`config.mk`:
```
export PLATFORM = sky130hd
export DESIGN_NAME = gpx_port
export DESIGN_NICKNAME = d
export VERILOG_FILES = /design/src/rtl/gpx_pkg.sv /design/src/rtl/gpx_sync.sv /design/src/rtl/gpx_edge.sv /design/src/rtl/gpx_regs.sv /design/src/rtl/gpx_port.sv
export SDC_FILE = /design/constraint.sdc
export NUM_CORES = 1
export LEC_CHECK = 0
export ABC_AREA = 1
export BUFFER_PORTS_ARGS = -buffer_cell sky130_fd_sc_hd__buf_4
export CAP_MARGIN = 10
export CORE_MARGIN = 2
export CORE_UTILIZATION = 57
export DETAILED_ROUTE_END_ITERATION = 12
export HOLD_SLACK_MARGIN = 0.15
export PLACE_DENSITY = 0.76
export SLEW_MARGIN = 20
export SYNTH_ARGS = -nofsm -noshare
export SYNTH_HDL_FRONTEND = slang
export SYNTH_SLANG_ARGS = --single-unit
```
`constraint.sdc`:
```
create_clock -name clk -period 1.3 [get_ports clk]
set_input_delay 0 -clock clk [delete_from_list [all_inputs] [get_ports clk]]
set_output_delay 0 -clock clk [all_outputs]
set_load 0.01 [all_outputs]
```
`src/rtl/gpx_pkg.sv`:
```
package gpx_pkg;

   // Byte offsets of the register map
   localparam logic [7:0] OFS_SAMPLE = 8'h00;
   localparam logic [7:0] OFS_DRIVE  = 8'h04;
   localparam logic [7:0] OFS_DIR    = 8'h08;
   localparam logic [7:0] OFS_POL    = 8'h0C;
   localparam logic [7:0] OFS_MASK   = 8'h10;
   localparam logic [7:0] OFS_FLAG   = 8'h14;
   localparam logic [7:0] OFS_GATE   = 8'h18;

   typedef enum logic [2:0] {
      SEL_SAMPLE,
      SEL_DRIVE,
      SEL_DIR,
      SEL_POL,
      SEL_MASK,
      SEL_FLAG,
      SEL_GATE,
      SEL_NONE
   } reg_sel_e;

endpackage

```
`src/rtl/gpx_sync.sv`:
```
module gpx_sync #(
   parameter int W      = 16,
   parameter int STAGES = 2
) (
   input  logic         clk,
   input  logic         rst_n,
   input  logic [W-1:0] d,
   output logic [W-1:0] q
);
   logic [STAGES-1:0][W-1:0] chain_q;

   always_ff @(posedge clk or negedge rst_n) begin
      if (!rst_n) begin
         chain_q <= '0;
      end else begin
         chain_q[0] <= d;
         for (int s = 1; s < STAGES; s++) begin
            chain_q[s] <= chain_q[s-1];
         end
      end
   end

   assign q = chain_q[STAGES-1];
endmodule

```
`src/rtl/gpx_edge.sv`:
```
module gpx_edge #(
   parameter int W = 16
) (
   input  logic         clk,
   input  logic         rst_n,
   input  logic [W-1:0] cur,
   input  logic [W-1:0] pol,
   input  logic [W-1:0] dir,
   input  logic [W-1:0] mask,
   input  logic         clr_en,
   input  logic [W-1:0] clr_bits,
   output logic [W-1:0] flag_q,
   output logic         irq
);
   logic [W-1:0] prev_q;
   logic [W-1:0] hit;
   logic [W-1:0] flag_d;

   for (genvar i = 0; i < W; i++) begin : g_line
      assign hit[i] = pol[i] ? (cur[i] & ~prev_q[i]) : (~cur[i] & prev_q[i]);
   end

   always_comb begin
      flag_d = flag_q & ~(clr_en ? clr_bits : '0);
      flag_d = flag_d | (hit & dir & ~mask);
   end

   always_ff @(posedge clk or negedge rst_n) begin
      if (!rst_n) begin
         prev_q <= '0;
         flag_q <= '0;
         irq    <= 1'b0;
      end else begin
         prev_q <= cur;
         flag_q <= flag_d;
         irq    <= |flag_d;
      end
   end
endmodule

```
`src/rtl/gpx_regs.sv`:
```
module gpx_regs
   import gpx_pkg::*;
#(
   parameter int W      = 16,
   parameter int DATA_W = 32,
   parameter int ADDR_W = 8
) (
   input  logic              clk,
   input  logic              rst_n,
   input  logic [ADDR_W-1:0] addr,
   input  logic              wr,
   input  logic              rd,
   input  logic [DATA_W-1:0] wdata,
   input  logic [W-1:0]      sample,
   input  logic [W-1:0]      flag_q,
   output logic [W-1:0]      drive_q,
   output logic [W-1:0]      dir_q,
   output logic [W-1:0]      pol_q,
   output logic [W-1:0]      mask_q,
   output logic [W-1:0]      gate_q,
   output logic              clr_en,
   output logic [W-1:0]      clr_bits,
   output logic [DATA_W-1:0] rdata
);
   reg_sel_e          sel;
   logic [DATA_W-1:0] rd_word;
   logic [W-1:0]      wbits;

   assign wbits = wdata[W-1:0];

   if (DATA_W > W) begin : g_hi
      logic unused_hi;
      assign unused_hi = ^wdata[DATA_W-1:W];
   end

   always_comb begin
      if      (addr == ADDR_W'(OFS_SAMPLE)) sel = SEL_SAMPLE;
      else if (addr == ADDR_W'(OFS_DRIVE))  sel = SEL_DRIVE;
      else if (addr == ADDR_W'(OFS_DIR))    sel = SEL_DIR;
      else if (addr == ADDR_W'(OFS_POL))    sel = SEL_POL;
      else if (addr == ADDR_W'(OFS_MASK))   sel = SEL_MASK;
      else if (addr == ADDR_W'(OFS_FLAG))   sel = SEL_FLAG;
      else if (addr == ADDR_W'(OFS_GATE))   sel = SEL_GATE;
      else                                  sel = SEL_NONE;
   end

   always_comb begin
      rd_word = '0;
      case (sel)
         SEL_SAMPLE: rd_word[W-1:0] = sample & gate_q;
         SEL_DRIVE:  rd_word[W-1:0] = drive_q;
         SEL_DIR:    rd_word[W-1:0] = dir_q;
         SEL_POL:    rd_word[W-1:0] = pol_q;
         SEL_MASK:   rd_word[W-1:0] = mask_q;
         SEL_FLAG:   rd_word[W-1:0] = flag_q;
         SEL_GATE:   rd_word[W-1:0] = gate_q;
         default:    rd_word = '0;
      endcase
   end

   assign clr_en   = wr && (sel == SEL_FLAG);
   assign clr_bits = wbits;

   always_ff @(posedge clk or negedge rst_n) begin
      if (!rst_n) begin
         drive_q <= '1;
         dir_q   <= '1;
         pol_q   <= '1;
         mask_q  <= '1;
         gate_q  <= '1;
         rdata   <= '0;
      end else begin
         if (rd) rdata <= rd_word;
         if (wr) begin
            case (sel)
               SEL_DRIVE: drive_q <= wbits;
               SEL_DIR:   dir_q   <= wbits;
               SEL_POL:   pol_q   <= wbits;
               SEL_MASK:  mask_q  <= wbits;
               SEL_GATE:  gate_q  <= wbits;
               default:   ;
            endcase
         end
      end
   end
endmodule

```
`src/rtl/gpx_port.sv`:
```
module gpx_port #(
   parameter int NUM_LINES   = 16,
   parameter int DATA_W      = 32,
   parameter int ADDR_W      = 8,
   parameter int SYNC_STAGES = 2
) (
   input  logic                 clk,
   input  logic                 rst_n,
   input  logic [ADDR_W-1:0]    bus_addr,
   input  logic                 bus_wr,
   input  logic                 bus_rd,
   input  logic [DATA_W-1:0]    bus_wdata,
   output logic [DATA_W-1:0]    bus_rdata,
   input  logic [NUM_LINES-1:0] pin_in,
   output logic [NUM_LINES-1:0] pin_out,
   output logic                 irq
);
   localparam int MIN_ADDR_W = 5;

   if (NUM_LINES < 1 || NUM_LINES > DATA_W) begin : g_bad_lines
      $error("gpx_port: NUM_LINES must lie in 1..DATA_W");
   end
   if (ADDR_W < MIN_ADDR_W) begin : g_bad_addr
      $error("gpx_port: ADDR_W too narrow for the register map");
   end
   if (SYNC_STAGES < 1) begin : g_bad_sync
      $error("gpx_port: SYNC_STAGES must be at least 1");
   end

   logic [NUM_LINES-1:0] sample;
   logic [NUM_LINES-1:0] drive_q, dir_q, pol_q, mask_q, gate_q;
   logic [NUM_LINES-1:0] flag_q, clr_bits;
   logic                 clr_en;

   gpx_sync #(.W(NUM_LINES), .STAGES(SYNC_STAGES)) u_sync (
      .clk(clk), .rst_n(rst_n), .d(pin_in), .q(sample)
   );

   gpx_regs #(.W(NUM_LINES), .DATA_W(DATA_W), .ADDR_W(ADDR_W)) u_regs (
      .clk(clk), .rst_n(rst_n), .addr(bus_addr), .wr(bus_wr), .rd(bus_rd),
      .wdata(bus_wdata), .sample(sample), .flag_q(flag_q),
      .drive_q(drive_q), .dir_q(dir_q), .pol_q(pol_q), .mask_q(mask_q),
      .gate_q(gate_q), .clr_en(clr_en), .clr_bits(clr_bits), .rdata(bus_rdata)
   );

   gpx_edge #(.W(NUM_LINES)) u_edge (
      .clk(clk), .rst_n(rst_n), .cur(sample), .pol(pol_q), .dir(dir_q),
      .mask(mask_q), .clr_en(clr_en), .clr_bits(clr_bits),
      .flag_q(flag_q), .irq(irq)
   );

   assign pin_out = drive_q & ~dir_q;
endmodule

```
Yosys cells after proc, flatten, opt, wreduce, memory -nomap -nowiden
Index checks and enable logic that the tools add are counted.
Storage, ports and cells
  bits in registers: 161
  latch bits: 0
  bits in writable memories: 0
  bits in read-only memories: 0
  input bits: 60
  output and inout port bits: 49
  word-level logic and storage cells: 130
  memories kept: 0
Cells by class
  add/sub/neg operators: 0
  multipliers: 0
  div/mod/pow operators: 0
  $lt $le $gt $ge: 0
  eq/ne operators: 12
  shifts and indexed selects: 0
  muxes and demuxes: 25
  bitwise logic cells: 73
  reductions and logical operators: 9
Operators with widths (count)
  16-bit case mux with 7 select lines: 1
  16-bit bitwise AND: 5
  16-bit inverter: 3
  1-bit bitwise AND: 32
  1-bit inverter: 32
  8-bit by 5-bit == test with 1-bit output (second input constant): 3
  3-bit 2-to-1 mux: 6
  1-bit 2-to-1 mux: 17
  8-bit by 4-bit == test with 1-bit output (second input constant): 2
  16-bit 2-to-1 mux: 1
  16-bit bitwise OR: 1
  16-bit OR reduction: 1
  2-bit AND reduction: 5
  3-bit == test (second input constant): 3
  8-bit by 3-bit == test with 1-bit output (second input constant): 1
  8-bit zero test: 1
  3-bit by 2-bit == test with 1-bit output (second input constant): 2
  3-bit by 1-bit == test with 1-bit output (second input constant): 1
  3-bit zero test: 1
  1-bit logical AND: 1

Depth between registers and ports, before layout
  depth in word-level cells: 15
  depth in mapped cells: 13
  depth with buffers taken out: 11

By module
From an unflattened synthesis, not the netlist that was laid out.
Second synthesis, totals
  cells, all modules: 948
  area, all modules: 7930.1 um^2
By module, submodules not included
  gpx_regs: times used 1, cells each 647, area each 5186.2 um^2, seq. area each 2502.4 um^2
  gpx_edge: times used 1, cells each 221, area each 1662.8 um^2, seq. area each 825.8 um^2
  gpx_sync: times used 1, cells each 48, area each 920.9 um^2, seq. area each 800.8 um^2
  gpx_port: times used 1, cells each 32, area each 160.2 um^2, seq. area each 0.0 um^2

Worst setup path before layout
OpenSTA, ideal clock, no wires.
  path type: input-to-reg
  start: input port bus_addr[6]
  end: register u_edge.irq
  setup time: 0.119 ns
  arrival: 0.986 ns
  data required time: 1.181 ns
  slack: 0.195 ns
  stages: 12
  buffers on the path: 2
  cells stage by stage: inv_1 -> nand2_1 -> nor2_1 -> buf_4 -> buf_2 -> nand4_1 -> nand2_1 -> nand2_1 -> nor2_1 -> nand2_1 -> nor2_1 -> nand2_1
On the way
  cells in the longest elaborated chain, start to end: 15
  elaborated cells between the ends (all ways): 21
  classes of those cells: eq/ne (7); mux (8); bitwise (3); reduce/logical (3)
RTL lines
  start, declared: line gpx_port.sv:9  | input logic [ADDR_W-1:0] bus_addr,
  8-bit by 5-bit == test with 1-bit output: line gpx_regs.sv:43  | else if (addr == ADDR_W'(OFS_GATE)) sel = SEL_GATE;
  1-bit 2-to-1 mux: line gpx_regs.sv:43
  3-bit 2-to-1 mux: line gpx_regs.sv:42  | else if (addr == ADDR_W'(OFS_FLAG)) sel = SEL_FLAG;
  3-bit 2-to-1 mux: line gpx_regs.sv:41  | else if (addr == ADDR_W'(OFS_MASK)) sel = SEL_MASK;
  3-bit 2-to-1 mux: line gpx_regs.sv:40  | else if (addr == ADDR_W'(OFS_POL)) sel = SEL_POL;
  3-bit 2-to-1 mux: line gpx_regs.sv:39  | else if (addr == ADDR_W'(OFS_DIR)) sel = SEL_DIR;
  3-bit 2-to-1 mux: line gpx_regs.sv:38  | else if (addr == ADDR_W'(OFS_DRIVE)) sel = SEL_DRIVE;
  3-bit 2-to-1 mux *: line gpx_regs.sv:37  | if (addr == ADDR_W'(OFS_SAMPLE)) sel = SEL_SAMPLE;
  3-bit == test *: line gpx_regs.sv:61  | assign clr_en = wr && (sel == SEL_FLAG);
  1-bit logical AND *: line gpx_regs.sv:61
  16-bit 2-to-1 mux *: line gpx_edge.sv:24  | flag_d = flag_q & ~(clr_en ? clr_bits : '0);
  16-bit inverter *: line gpx_edge.sv:24
  16-bit bitwise AND *: line gpx_edge.sv:24
  16-bit bitwise OR *: line gpx_edge.sv:25  | flag_d = flag_d | (hit & dir & ~mask);
  net u_edge.flag_d[6]: line gpx_edge.sv:17  | logic [W-1:0] flag_d;
  16-bit OR reduction *: line gpx_edge.sv:36  | irq <= |flag_d;
  end signal, assigned: line gpx_edge.sv:36
  end, declared: line gpx_edge.sv:13  | output logic irq
Mark *: on every way through the listed nets, which the timed path passes. The rest lies on a longest branch.
A chain may end at the register's enable or synchronous reset.

Worst setup path in the final report
  start: register u_regs.pol_q[4]
  end: register u_edge.irq
On the way
  cells in the longest elaborated chain, start to end: 5
RTL lines
  start, declared: line gpx_regs.sv:18  | output logic [W-1:0] pol_q,
  start signal, assigned: line gpx_regs.sv:78  | SEL_POL: pol_q <= wbits;
  1-bit 2-to-1 mux: line gpx_edge.sv:20  | assign hit[i] = pol[i] ? (cur[i] & ~prev_q[i]) : (~cur[i] & prev_q[i]);
  16-bit bitwise AND (2 in a row): line gpx_edge.sv:25
  16-bit bitwise OR: line gpx_edge.sv:25
  net u_edge.flag_d[4]: line gpx_edge.sv:17
  16-bit OR reduction: line gpx_edge.sv:36
The timed path passes the listed nets, and every way through them passes these cells.

==> impl_metrics.env <==
export IMPL_status="finished clean"
export IMPL_drcViolationCount=0
export IMPL_ioPinCount=109
export IMPL_power_frac_seq_pct=47.4
export IMPL_synth_warnings=0
export IMPL_syn_inst=847
export IMPL_die_area_sq_mm=0.01356
export IMPL_drt_first_pass_iters=5
export IMPL_grt_pass1_vias=6242
export IMPL_gr_total_overflow=0
export IMPL_drtIter0Drc=531
export IMPL_fill_cells=893
export IMPL_area_growth_pct=29.35
export IMPL_skew_ns=0.007136
export IMPL_dp_hpwl_mm=12.72
export IMPL_cts_root_buffer="clkbuf_16"
export IMPL_synth_area_leaders="dfstp_2 (29%), dfrtp_1 (28%), nand2_1 (15%)"
export IMPL_final_setup_worst_slack_ns=0.02362
export IMPL_fin_crit_sh_pct=98.18
export IMPL_p_comb_share_pct=7.4
export IMPL_internal_power_w=0.009009
export IMPL_final_area_sq_mm=0.009320
export IMPL_start_util_pct=57.80
export IMPL_vias=6342
export IMPL_pre_cts_slack_ns=-0.2066
export IMPL_startpoint_type="flip-flop"
export IMPL_crit_path_top_delay_cell="dfstp_2"
export IMPL_p_total_w=0.01162
export IMPL_drt_met1_wl_mm=7.718
export IMPL_grt_pass1_wl_mm=30.83
export IMPL_crit_fanout=4
export IMPL_regArea_sq_mm=0.004129
export IMPL_placed_area_sq_mm=0.008269
export IMPL_max_cap_violations=0
export IMPL_route_met3_wl_mm=1.384
export IMPL_clk_pin_slew_ns=0.06
export IMPL_gp_congestion=0.8985
export IMPL_hold_path_class="primary input to flip-flop"
export IMPL_placementRows=41
export IMPL_fmax_mhz=783.5
export IMPL_crit_type="flip-flop to flip-flop"
export IMPL_final_net_count=1052
export IMPL_place_inst=1106
export IMPL_cts_tree="done"
export IMPL_maxUsedRoutingLayer="met4"
export IMPL_wl_per_cell_um=16.18
export IMPL_drv_slew=0
export IMPL_synth_cell_types=25
export IMPL_yosys_area_top_type="dfstp_2"
export IMPL_clock_sinks=161
export IMPL_yosysSeqAreaShare_pct=57.30
export IMPL_viasPerCell=5.388
export IMPL_setup_viol=0
export IMPL_syn_avg_cell_area_sq_um=8.507
export IMPL_crit_buf_inv=0
export IMPL_p_clk_share_pct=45.2
export IMPL_synth_seq_cells=161
export IMPL_grt_max_degree=41
export IMPL_switchingPower_w=0.002607
export IMPL_cpMostUsedCell="nand2_1"
export IMPL_cts_path_max_buffers=2
export IMPL_numCtsBuffers=17
export IMPL_critPathTopFamily="simple AND/OR/NAND/NOR gates"
export IMPL_clock_latency_ns=0.43
export IMPL_syn_cell_area_sq_mm=0.007206
export IMPL_fp_dieH_um=116.4
export IMPL_cp_arrival_ns=1.60
export IMPL_required_ns=1.62
export IMPL_grt_usage_pct=30.05
export IMPL_netlist_area_leader_share_pct=29.17
export IMPL_ir_worst_vdd_v=0.001250
export IMPL_multi_input_area_sq_mm=0.002587
export IMPL_switching_share_pct=22.44
export IMPL_diodes=0
export IMPL_wl_met2_mm=9.364
export IMPL_core_area_sq_mm=0.01247
export IMPL_power_leakage_nw=4.324
export IMPL_pwr_density_cell_mw_per_mm2=1246
export IMPL_hold_violations=0
export IMPL_fin_cells=1177
export IMPL_drive_above_1_share_pct=25.57
export IMPL_ant_nets=0
export IMPL_port_buffers=76
export IMPL_hold_ws_ns=0.1421
export IMPL_drt_total_wl_mm=19.05
export IMPL_slowest_delay_ns=0.55
export IMPL_rsz0062_at_grt="true"
export IMPL_worstPathCellList="nand2_1 > nand4_1 > nand2_1 > nor2_1 > nand2_1 > nor2_1 > nand2_1"
export IMPL_htreeDepth=4
export IMPL_fp_dieW_um=116.4
export IMPL_finalCriticalPeriod_ns=1.276
export IMPL_crit_path_end_kind="flip-flop"
export IMPL_antenna_found_initial=0
==> worst paths after layout <==
path	start	endpoint	slack (ns)	cells after the start
setup / recovery	u_regs.pol_q[4]$_DFFE_PN1P_	u_edge.irq$_DFF_PN0_	0.02	7
hold / removal	bus_addr[3]	u_edge.flag_q[2]$_DFF_PN0_	0.14	7
setup reg to reg	u_regs.pol_q[4]$_DFFE_PN1P_	u_edge.irq$_DFF_PN0_	0.02	7
hold reg to reg	u_sync.chain_q[8]$_DFF_PN0_	u_sync.q[8]$_DFF_PN0_	0.34	0
max in group asynchronous	rst_n	u_regs.mask_q[11]$_DFFE_PN1P_	0.11	4
min in group asynchronous	rst_n	u_sync.chain_q[0]$_DFF_PN0_	0.60	3
==> tightest hold or removal path, stage by stage <==
cell,delay [ns]
buf_4,0.08
inv_2,0.05
nand2_1,0.10
nor2_4,0.08
nand4_1,0.09
nand2_1,0.05
nand2_1,0.08
==> cell type report <==
class	count	area share, %
clock buffer	21	4.940
clock inverter	11	1.718
inverter	76	3.061
multi-input combinational	572	27.76
sequential	161	44.30
tap	172	2.309
timing repair buffer	164	15.91
==> timing repair <==
action	4_1_cts	5_1_grt
hold endpoints to repair	290	0
pin swaps	0	7
setup endpoints to repair	1	21
hold buffers	37	0
buffers inserted	0	2
gates resized for setup	1	20
==> synth_stat cells (all sizes together) <==
| library cell | number |
|---|---|
| o21bai | 16 |
| nor3 | 2 |
| nand3 | 70 |
| clkbuf | 20 |
| conb | 1 |
| o211ai | 2 |
| dfrtp | 81 |
| nand2 | 290 |
| clkinv | 1 |
| nand4 | 26 |
| a31oi | 15 |
| buf | 33 |
| o21ai | 86 |
| inv | 75 |
| nor2 | 49 |
| dfstp | 80 |
==> flip-flops by register name, summed over array words and instances, names as in the netlist <==
register / cells
u_edge.flag_q: 16
u_edge.prev_q: 16
u_regs.dir_q: 16
u_regs.drive_q: 16
u_regs.gate_q: 16
u_regs.mask_q: 16
u_regs.pol_q: 16
u_regs.rdata: 16
u_sync.chain_q: 16
u_sync.q: 16
u_edge.irq: 1
==> layout by cell type, fill, tap and decap left out, drive strengths merged <==
cell           n
clkbuf        22
clkinv         6
o21ai         86
dlygate4sd3   37
buf          126
nand3         70
nor2          49
dfstp         80
a31oi         15
nand4         26
conb          16
clkinvlp       2
nand2        290
nor3           2
inv           75
bufinv         4
dfrtp         81
o211ai         2
o21bai        16
==> per-stage QoR <==
stage | utilization [%] | setup TNS (ns)
after floorplan | - | 0
after global placement | 66.34 | -2.248
after detailed placement | 66.34 | -4.198
after CTS | 74.30 | 0
after global routing | 74.77 | -0.1097
final | 74.77 | 0
==> power by group through the flow <==
| stage | combinational (W) | sequential, W | clock [W] |
|---|---|---|---|
| after floorplan | 0.000381 | 0.00552 | 0 |
| after global placement | 0.000720 | 0.00556 | 0 |
| after detailed placement | 0.000751 | 0.00558 | 0 |
| after CTS | 0.000844 | 0.00550 | 0.00529 |
| after global routing | 0.000960 | 0.00553 | 0.00553 |
| final | 0.000859 | 0.00551 | 0.00525 |
==> logic make-up (layout without fill, tap and decap cells) <==
| kind of cell | after synthesis | after routing | share of synthesized area [%] |
|---|---|---|---|
| DFF | 161 | 161 | 57.30 |
| and+or+nand+nor | 437 | 437 | 25.51 |
| other | 1 | 16 | 0.05204 |
| AOI/OAI and AO/OA | 119 | 119 | 9.151 |
| buffers and inverters | 129 | 272 | 7.987 |
==> routing by layer <==
metal / GRT usage, % / up-vias
met4: 11.75 / 0
met1: 38.82 / 3039
met2: 49.73 / 262
li1: - / 2980
met5: 0 / -
met3: 6.746 / 61
(Power assumes the default switching activity.)
